File: src/rtl/wr_strobe_qual.sv
module wr_strobe_qual #(
  parameter int AW          = 16,
  parameter int DW          = 16,
  parameter int GLITCH_PS   = 5000,
  parameter int CLK_PS      = 1250,
  parameter int RST_MIN_CYC = 8,
  parameter int RECOV_CYC   = 12
) (
  input  logic          clk,
  input  logic          rst_n,
  input  logic          ce_n,
  input  logic          we_n,
  input  logic          oe_n,
  input  logic          vdd_ok,
  input  logic          wp_n,
  input  logic          hw_rst_n,
  input  logic [AW-1:0] addr_in,
  input  logic [DW-1:0] data_in,
  output logic          wr_acc,
  output logic [AW-1:0] wr_addr,
  output logic [DW-1:0] wr_data,
  output logic          wr_prot,
  output logic          abort_req,
  output logic          out_hiz,
  output logic          ready
);
  localparam int MIN_PULSE = (GLITCH_PS + CLK_PS - 1) / CLK_PS;
  localparam int PW  = $clog2(MIN_PULSE + 1);
  localparam int LW  = $clog2(RST_MIN_CYC + 1);
  localparam int RW  = $clog2(RECOV_CYC + 1);
  localparam logic [5:0] SYNC_INIT = 6'b110111;

  logic [5:0]          s1, s2;
  logic [AW+DW-1:0]    bus1, bus2;
  logic [PW-1:0]       pcnt;
  logic [LW-1:0]       lcnt;
  logic [RW-1:0]       rcnt;
  logic                hold;

  wire ce_s   = s2[0];
  wire we_s   = s2[1];
  wire oe_s   = s2[2];
  wire vdd_s  = s2[3];
  wire wp_s   = s2[4];
  wire hrst_s = s2[5];

  wire strobe = ~ce_s & ~we_s;
  wire gate   = oe_s & vdd_s & ~hold;
  wire accept = ~strobe & gate & (pcnt == PW'(MIN_PULSE));

  always_ff @(posedge clk or negedge rst_n) begin
    if (!rst_n) begin
      s1   <= SYNC_INIT;
      s2   <= SYNC_INIT;
      bus1 <= '0;
      bus2 <= '0;
    end else begin
      s1   <= {hw_rst_n, wp_n, vdd_ok, oe_n, we_n, ce_n};
      s2   <= s1;
      bus1 <= {addr_in, data_in};
      bus2 <= bus1;
    end
  end

  always_ff @(posedge clk or negedge rst_n) begin
    if (!rst_n) begin
      pcnt <= '0;
    end else if (strobe && gate) begin
      if (pcnt != PW'(MIN_PULSE)) pcnt <= pcnt + PW'(1);
    end else begin
      pcnt <= '0;
    end
  end

  always_ff @(posedge clk or negedge rst_n) begin
    if (!rst_n) begin
      wr_acc  <= 1'b0;
      wr_addr <= '0;
      wr_data <= '0;
      wr_prot <= 1'b0;
    end else begin
      wr_acc <= accept;
      if (accept) begin
        {wr_addr, wr_data} <= bus2;
        wr_prot            <= ~wp_s;
      end
    end
  end

  always_ff @(posedge clk or negedge rst_n) begin
    if (!rst_n) begin
      lcnt <= '0;
      rcnt <= '0;
      hold <= 1'b0;
    end else if (!hrst_s) begin
      if (lcnt == LW'(RST_MIN_CYC - 1)) begin
        hold <= 1'b1;
        rcnt <= '0;
      end else begin
        lcnt <= lcnt + LW'(1);
      end
    end else begin
      lcnt <= '0;
      if (hold) begin
        hold <= 1'b0;
        rcnt <= RW'(RECOV_CYC);
      end else if (rcnt != '0) begin
        rcnt <= rcnt - RW'(1);
      end
    end
  end

  assign abort_req = hold;
  assign out_hiz   = hold;
  assign ready     = ~hold & (rcnt == '0);

  a_r2_single_pulse: assert property (@(posedge clk) disable iff (!rst_n)
    wr_acc |=> !wr_acc);
  a_r4_oe_gate: assert property (@(posedge clk) disable iff (!rst_n)
    wr_acc |-> $past(oe_s && vdd_s));
  a_r7_no_write_in_reset: assert property (@(posedge clk) disable iff (!rst_n)
    abort_req |=> !wr_acc);
  a_r7_hiz_not_ready: assert property (@(posedge clk) disable iff (!rst_n)
    out_hiz |-> !ready);
  a_r9_recovery_starts: assert property (@(posedge clk) disable iff (!rst_n)
    $fell(abort_req) |-> !ready);
endmodule

File: config.mk
export PLATFORM = sky130hd
export DESIGN_NAME = wr_strobe_qual
export DESIGN_NICKNAME = d
export VERILOG_FILES = /design/src/rtl/wr_strobe_qual.sv
export SDC_FILE = /design/constraint.sdc
export NUM_CORES = 1
export LEC_CHECK = 0
export BUFFER_PORTS_ARGS = -buffer_cell sky130_fd_sc_hd__buf_2
export CAP_MARGIN = 40
export CORE_AREA = 2 2 99 101
export CTS_CLUSTER_DIAMETER = 120
export DETAILED_ROUTE_END_ITERATION = 16
export DIE_AREA = 0 0 101 103
export SETUP_SLACK_MARGIN = 0.4
export SLEW_MARGIN = 30
export SYNTH_ARGS = -nofsm -noshare
export SYNTH_HDL_FRONTEND = slang
export SYNTH_SLANG_ARGS = --single-unit
File: constraint.sdc
create_clock -name clk -period 2.47 [get_ports clk]
set_input_delay 0.6175 -clock clk [delete_from_list [all_inputs] [get_ports clk]]
set_output_delay 0.6175 -clock clk [all_outputs]
set_load 0.01 [all_outputs]
==> results of run 1 <==
## stage by stage
stage | power, mW | cell area [µm²] | util, %
4_1_cts | 4.71 | 4940 | 52.2
6_report | 4.67 | 4950 | 52.4
2_1_floorplan | 2.30 | 3820 | -
3_5_place_dp | 2.42 | 4360 | 46.0
3_3_place_gp | 2.41 | 4360 | 46.0
5_1_grt | 4.89 | 4950 | 52.4
## Yosys cell counts
master / instances / area (µm²)
nand2_1: 6 / 22.5
nand2b_1: 1 / 6.26
mux2_1: 1 / 11.3
nand3_1: 2 / 10.0
a31oi_1: 2 / 12.5
a21oi_1: 3 / 15.0
mux2i_1: 3 / 30.0
nand4bb_1: 1 / 11.3
buf_6: 3 / 33.8
nand4_1: 1 / 6.26
mux2_2: 31 / 349
nor4b_1: 1 / 8.76
nor4_4: 1 / 21.3
buf_4: 2 / 15.0
o22ai_1: 2 / 12.5
ha_1: 4 / 50.1
inv_1: 9 / 33.8
dfstp_2: 10 / 263
nand3b_1: 1 / 7.51
nor3_1: 2 / 10.0
xnor2_1: 2 / 17.5
o21ai_0: 1 / 5.00
o31ai_1: 2 / 15.0
o41ai_1: 1 / 8.76
dfrtp_1: 112 / 2800
o211ai_1: 2 / 15.0
nor2_1: 8 / 30.0
## cell type report
type | count | area [µm²] | share of cell area, %
Sequential cell | 122 | 3070 | 61.9
Multi-Input combinational cell | 78 | 703 | 14.2
Timing Repair Buffer | 84 | 470 | 9.50
Clock buffer | 20 | 435 | 8.79
Tap cell | 114 | 143 | 2.88
Clock inverter | 12 | 100 | 2.02
Inverter | 9 | 33.8 | 0.682
## registers in the layout, summed over array words and instances, names as in the netlist
| register | cells |
|---|---|
| rcnt | 4 |
| bus2 | 32 |
| pcnt | 3 |
| lcnt | 4 |
| s2 | 6 |
| bus1 | 32 |
| wr_addr | 16 |
| wr_acc | 1 |
| wr_prot | 1 |
| s1 | 6 |
| wr_data | 16 |
| abort_req | 1 |
## what timing repair did
item,4_1_cts,5_1_grt
hold buffers,1,0
setup endpoints to repair,1,1
hold endpoints to repair,17,0
buffers inserted,3,0
pin swaps,1,1
gates resized for setup,4,3
## kinds of logic after synthesis
| logic type | after synthesis | share of synthesized area, % |
|---|---|---|
| flip-flops | 122 | 80.2 |
| multiplexers | 35 | 10.2 |
| AND/OR/NAND/NOR | 24 | 3.50 |
| buffers and inverters | 14 | 2.16 |
| AO/OA/AOI/OAI | 13 | 2.19 |
| adder cells (fa/ha/maj) | 4 | 1.31 |
| XOR/XNOR | 2 | 0.458 |
## worst min path at each step
stage                            endpoint  slack [ps]
floorplan           abort_req$_DFFE_PN0P_         320
global placement        bus2[8]$_DFF_PN0_         330
detailed placement     bus2[14]$_DFF_PN0_         330
CTS                       s1[4]$_DFF_PN1_         180
global route              s1[2]$_DFF_PN1_         180
finish                    s1[4]$_DFF_PN1_         200
## worst max-delay path: stages, from the launching register on
cell and delay (ps):
dfrtp_1 390, inv_2 80, ha_4 140, nor4b_4 200, buf_2 170
## power by group through the flow
stage                     Combinational, mW  Sequential [mW]  Clock, mW
final                                 0.310             2.17       2.20
after global routing                  0.357             2.17       2.36
after floorplan                       0.121             2.18          0
after global placement                0.216             2.19          0
after CTS                             0.295             2.16       2.26
after detailed placement              0.227             2.20          0
## metal layers
layer	vias to the layer above	global-route usage [%]	share of wire, %
met2	72	18.4	45
met5	-	0	0
met4	0	8.00	2.5
met1	984	15.9	45
met3	17	6.03	7.2
li1	920	-	-
==> qor.csv, run 1 <==
metric;value;unit
finClkSkew;5.14;ps
synthToLayoutAreaGrowth;29.5;%
final_net_count;356;
period_needed;2100;ps
switching_share;22.6;%
path_class;reg -> out;
pre_cts_slack;457;ps
placed_cells;403;
rsz0062_at_grt;true;
fmax;0.476;GHz
antenna_found_initial;0;
post-route-drc-count;0;
pin_count;77;
min_from;wp_n;
cts_root_buf;clkbuf_8;
core;9460;µm²
grt_max_degree;54;
synthCells;214;
slew-limit-headroom;77.9;%
dr.pass1.iters;4;
drive_gt1_share;49.2;%
drtIter0Drc;60;
timing_max_transition_violations_final;0;
die_x;101;µm
vias;1993;
post-route-period-util;85.1;%
ant_nets;0;
status;finished clean;
dp_hpwl;3720;µm
ir_drop;0.512;mV
worst_ep_required_time;1850;ps
grt_pass1_vias;2027;
grt_usage;12.9;%
nFillCells;800;
syn_area;3820;µm²
intPower;3.61;mW
num_rows;36;
gp_congestion;0.688;
hold_class;in -> reg;
cp.arrival;1480;ps
power_density;943;nW/µm²
dieArea;10400;µm²
final_cell_mix;dfrtp_1, buf_2, mux2_2;
drt_wl_total;6000;µm
cts_buffer_depth;2;
r2r_cells;6;
synth.distinct_cells;27;
cts_sinks;122;
clk_latency;510;ps
setup_viol;0;
p_leak;2.49;nW
maxCapViolCount;0;
whs_path_depth;1;
cts_tree;done;
grt_pass1_wl;9670;µm
avgViaCountPerCell;4.54;
die_y;103;µm
final_common_cell;dfrtp_1;
r2r-end;wr_data[10]$_DFFE_PN0P_;
port-buffer-count;76;
yosys_warnings;0;
layoutNonFillerInstCount;439;
initial_core_util;40.4;%
hold_violations;0;
reg2reg_setup_slack;590;ps
r2r-start;pcnt[0]$_DFFE_PN0P_;
fin_setup_tns;0;ps
layout_setup_ws;368;ps
yosysSeqAreaShare;80.2;%
routedWlPerCell;13.7;µm
clk_pin_slew_worst_paths;60;ps
cp-start-kind;register;
holdWs;203;ps
p_switching;1.06;mW
end_kind;output pin;
critPathCapture;ready;
ys_ff_latch;122;
pwr-share-comb;6.6;%
clkPwrFrac;47.0;%
avgSynthCellArea;17.9;µm²
crit_fanout;3;
startpoint;rcnt[0]$_DFFE_PN0P_;
grt-ovfl-total;0;
numCtsBuffers;17;
worst_pin_slew;332;ps
synth_fp_nets;258;
htree_levels;4;
diodes;0;
p_seq_share;46.4;%
Note: power is estimated with default switching activity, not from simulation.
==> run 2, diff against run 1 <==
clock period = 2.2 ns   (was 2.47 ns; I/O delays follow)
==> run 2 against run 1 <==
Effect of this change: cell count rose by 3.6%; wire length rose by 13%; flip-flop and latch count did not move; critical endpoint unchanged; clock skew rose by 5.1 ps; via count rose by 3.9%; core utilization rose by 4.1 points; worst hold slack got worse by 64 ps; clock power rose by 17%; clock-buffer cell count fell by 2; setup slack got worse by 200 ps; die area did not move; sequential share of layout area fell by 4.5 points.
==> qor.csv, run 2 (same netlist as run 1, synthesis figures left out) <==
metric;value;unit;change
layoutNonFillerInstCount;455;;+3.6%
reg_top3;bus1 (32), bus2 (32);;
grt_pass1_wl;10200;µm;+5.8%
final_cell_mix;dfrtp_1, buf_2, mux2_4;;
final_common_cell;dfrtp_1;;
end_kind;output pin;;
numCtsBuffers;17;;unchanged
pin_count;77;;unchanged
cp.arrival;1480;ps;about the same
hold_violations;0;;unchanged
vias;2070;;+3.9%
clk_pin_slew_worst_paths;60;ps;about the same
maxCapViolCount;0;;unchanged
avgViaCountPerCell;4.55;;+0.21%
die_x;101;µm;unchanged
timing_max_transition_violations_final;0;;unchanged
holdWs;139;ps;-64.3 ps
cts_root_buf;clkbuf_8;;
path_class;reg -> out;;
antenna_found_initial;1;;+1
finClkSkew;10.2;ps;+5.09 ps
slew-limit-headroom;69.6;%;-8.3 points
worst_pin_slew;456;ps;+124 ps
htree_levels;4;;unchanged
power_density;1000;nW/µm²;+6.4%
nFillCells;770;;-3.8%
worst_ep_required_time;1650;ps;-200 ps
routedWlPerCell;14.9;µm;+9.3%
setup_viol;0;;unchanged
rsz0062_at_grt;true;;
grt_usage;13.5;%;+0.66 points
post-route-drc-count;0;;unchanged
post-route-period-util;92.3;%;
core;9460;µm²;unchanged
dr.pass1.iters;4;;unchanged
period_needed;2030;ps;
gp_congestion;0.711;;+3.3%
drive_gt1_share;53.1;%;+3.8 points
seqCellArea;3070;µm²;unchanged
cts_buffer_depth;2;;unchanged
final_net_count;372;;+4.5%
grt_pass1_vias;2118;;+4.5%
drtIter0Drc;27;;-55%
cp-start-kind;register;;
num_rows;36;;unchanged
fmax;0.493;GHz;
clk_latency;500;ps;about the same
drt_wl_total;6800;µm;+13%
grt-ovfl-total;0;;unchanged
diodes;0;;unchanged
hold_class;in -> reg;;
fin_setup_tns;0;ps;unchanged
grt_max_degree;36;;-33%
placed_cells;404;;+0.25%
ant_nets;0;;unchanged
power.total;5.36;mW;+15%
dp_hpwl;3820;µm;+2.6%
p_leak;2.63;nW;+5.9%
ir_drop;0.545;mV;+6.5%
initial_core_util;40.4;%;unchanged
multi_input_area;833;µm²;+19%
dieArea;10400;µm²;unchanged
cts_sinks;122;;unchanged
die_y;103;µm;unchanged
port-buffer-count;76;;unchanged
status;finished clean;;
synthToLayoutAreaGrowth;39.8;%;
cts_tree;done;;
crit_fanout;2;;-1
-- run 2: changes by cell type in the layout (fill, tap and decap cells not counted), moves of 5 or more --
cell      previous run  this run
buf_4                6        14
clkinv_2             6         0
inv_6                1         6
mux2_2              31         0
mux2_4               0        32
-- run 2: layout make-up --
class,count,share of cell area (%)
clock buffers,18,8.01
clock inverters,14,2.55
inverters,9,0.632
multi-input cells,78,15.6
flip-flops and latches,122,57.4
well taps,114,2.67
repair buffers,100,13.2
-- run 2: repair_timing --
item / 4_1_cts / 5_1_grt
hold buffers: 1 / 0
cloned: 2 / 3
resized for setup: 5 / 35
hold endpoints to repair: 9 / 0
setup endpoints to repair: 19 / 33
pin swaps: 2 / 2
buffers inserted: 8 / 5
-- run 2: power breakdown --
group          leakage (nW)  total, mW  internal (mW)  switching [mW]
registers              1.51       2.43           2.37          0.0611
clock network         0.258       2.57           1.55            1.03
logic                 0.869      0.364          0.194           0.170
total                  2.63       5.36           4.11            1.26
-- run 2: worst paths after layout --
path | from | to | slack, ps | depth (start not counted)
worst min-delay path | wp_n | s1[4]$_DFF_PN1_ | 140 | 1
worst max register to register | pcnt[0]$_DFFE_PN0P_ | wr_addr[3]$_DFFE_PN0P_ | 420 | 7
max in group asynchronous | rst_n | s1[4]$_DFF_PN1_ | 1030 | 3
min in group asynchronous | rst_n | bus1[22]$_DFF_PN0_ | 550 | 2
worst min register to register | bus1[25]$_DFF_PN0_ | bus2[25]$_DFF_PN0_ | 350 | 0
worst max-delay path | rcnt[0]$_DFFE_PN0P_ | ready | 170 | 4
-- run 2: layer usage --
metal  global-route usage (%)  vias up  part of all wire (%)
met3                     6.24        8                   5.9
li1                         -      952                     -
met1                     16.3     1049                    43
met2                     20.6       59                    50
met4                     6.96        2                   1.1
met5                        0        -                  0.19
-- run 2: metrics by stage --
| stage | instance area, µm² | util (%) | setup WS [ps] |
|---|---|---|---|
| finish | 5340 | 56.5 | 170 |
| global route | 5340 | 56.5 | 86.4 |
| detailed placement | 4400 | 46.5 | 388 |
| floorplan | 3850 | - | 402 |
| CTS | 5110 | 54.0 | 142 |
| global placement | 4400 | 46.5 | 443 |
-- run 2: critical path, cell delays in order, from the launching register on --
cell	delay [ps]
dfrtp_1	380
inv_1	60
ha_2	170
nor4b_4	200
buf_2	180
==> run 3, diff against run 2 <==
CORE_AREA = 2 2 138 73   (was 2 2 99 101)
DIE_AREA = 0 0 140 75   (was 0 0 101 103)
==> run 3 against run 2 <==
Effect of this change: global-route usage is 0.39 points higher; setup slack better by 59 ps; total power is 5.1% higher; design area is 2.3% lower; clock skew is 0.86 ps lower; critical path type unchanged; clock power is 9.3% higher; core utilization is 0.088 points higher; largest power group unchanged; sequential power hardly changed; the run now ends with design-rule violations left.
==> qor.csv, run 3 (same netlist as run 1, synthesis figures left out) <==
metric;value;unit;change
status;finished with violations;;
violations;design-rule violations;;
slew-limit-headroom;72.2;%;+2.6 points
critPathCapture;ready;;
path_class;reg -> out;;
synthToLayoutAreaGrowth;36.6;%;
ir_drop;0.566;mV;+3.8%
core;9230;µm²;-2.4%
setup_viol;0;;unchanged
final_cell_mix;dfrtp_1, buf_2, mux2_2;;
grt_max_degree;48;;+33%
nFillCells;738;;-4.2%
fin_setup_tns;0;ps;unchanged
drtIter0Drc;115;;+330%
cp.arrival;1420;ps;-60 ps
p_leak;2.60;nW;-1.1%
grt_pass1_vias;2104;;-0.66%
ant_nets;0;;unchanged
finClkSkew;9.37;ps;-0.860 ps
hold_class;in -> async;;
power_density;1080;nW/µm²;+7.5%
fin_util;56.6;%;+0.088 points
diodes;0;;unchanged
reg2reg_setup_slack;410;ps;about the same
initial_core_util;41.4;%;+1.0 points
die_y;75;µm;-27%
grt_pass1_wl;10600;µm;+3.4%
cts_tree;done;;
startpoint;rcnt[1]$_DFFE_PN0P_;;
post-route-period-util;89.6;%;-2.7 points
grt_usage;13.9;%;+0.39 points
hold_violations;0;;unchanged
final_net_count;366;;-1.6%
holdWs;79.3;ps;-59.7 ps
wirelength_met1;3470;µm;+19%
avgViaCountPerCell;4.57;;+0.36%
dieArea;10500;µm²;+0.93%
die_x;140;µm;+39%
timing_max_transition_violations_final;0;;unchanged
vias;2082;;+0.58%
final_common_cell;dfrtp_1;;
end_kind;output pin;;
cts_buffer_depth;2;;unchanged
wl_met3;505;µm;+25%
multi_input_area;732;µm²;-12%
pin_count;77;;unchanged
drt_wl_total;6930;µm;+1.9%
routedWlPerCell;15.2;µm;+1.7%
crit_fanout;2;;unchanged
topRoutingLayerUsed;met4;;
r2r-start;pcnt[0]$_DFFE_PN0P_;;
port-buffer-count;76;;unchanged
grt-ovfl-total;0;;unchanged
numCtsBuffers;17;;unchanged
clk_latency;400;ps;-100 ps
worst_pin_slew;417;ps;-39.7 ps
cts_sinks;122;;unchanged
rsz0062_at_grt;true;;
cp-start-kind;register;;
antenna_found_initial;0;;-1
wl_met2;2870;µm;-15%
seqCellArea;3070;µm²;unchanged
drive_gt1_share;51.6;%;-1.4 points
worst_ep_required_time;1650;ps;about the same
dr.pass1.iters;13;;+9
post-route-drc-count;2;;+2
r2r-end;wr_data[2]$_DFFE_PN0P_;;
dp_hpwl;4040;µm;+5.8%
period_needed;1970;ps;-58.6 ps
num_rows;25;;-31%
htree_levels;4;;unchanged
maxCapViolCount;0;;unchanged
r2r_cells;7;;unchanged
fmax;0.507;GHz;+3.0%
cts_root_buf;clkbuf_16;;
clk_pin_slew_worst_paths;50;ps;about the same
reg_top3;bus1 (32), bus2 (32);;
gp_congestion;0.693;;-2.6%
ctsHoldBuffers;0;;-1
-- run 3: cell count changes in the layout (fill, tap and decap cells not counted), moves of 3 or more --
cell | before | now
clkinvlp_4 | 6 | 3
mux2_4 | 32 | 5
inv_6 | 6 | 1
buf_4 | 14 | 10
mux2_2 | 0 | 26
-- run 3: stage by stage --
stage | cells | cell area [µm²] | total power [mW] | worst slack (ps)
floorplan | 214 | 3850 | 2.59 | 402
global placement | 410 | 4400 | 2.72 | 456
detailed placement | 410 | 4400 | 2.73 | 404
CTS | 446 | 5060 | 5.66 | 241
global route | 456 | 5220 | 5.88 | 149
finish | 456 | 5220 | 5.64 | 229
-- run 3: layer usage --
layer	global-route usage, %	vias to the layer above
met1	18.7	1048
met2	19.4	77
met3	6.87	6
met5	0	-
li1	-	951
met4	6.06	0
-- run 3: worst min-delay path by stage --
stage,slack (ps),start,cells after the start,end
after floorplan,250,rst_n,0,abort_req$_DFFE_PN0P_
after global placement,330,bus1[4]$_DFF_PN0_,0,bus2[4]$_DFF_PN0_
after detailed placement,330,bus1[14]$_DFF_PN0_,0,bus2[14]$_DFF_PN0_
after CTS,80,rst_n,1,wr_acc$_DFF_PN0_
after global routing,90,rst_n,1,wr_data[4]$_DFFE_PN0P_
final,80,rst_n,1,wr_data[4]$_DFFE_PN0P_
-- run 3: cell type report --
class / count / area share (%)
tap: 121 / 2.90
multi-input combinational: 78 / 14.0
clock inverter: 10 / 2.68
sequential: 122 / 58.7
clock buffer: 22 / 9.08
timing repair buffer: 94 / 11.9
inverter: 9 / 0.647
-- run 3: power breakdown --
group	switching (mW)	total, mW	internal, mW
combinational	0.189	0.390	0.201
sequential	0.0635	2.43	2.37
clock	0.943	2.81	1.87
-- run 3: timing repair --
action | 4_1_cts | 5_1_grt
resized for setup | 4 | 8
pin swaps | 1 | 2
setup buffers | 4 | 6
cloned | 0 | 4
setup endpoints to repair | 5 | 33
-- run 3: worst max-delay path, stage by stage, from the launching register on --
cell	delay, ps
dfrtp_1	390
inv_1	70
ha_2	180
nor4b_4	210
buf_2	180
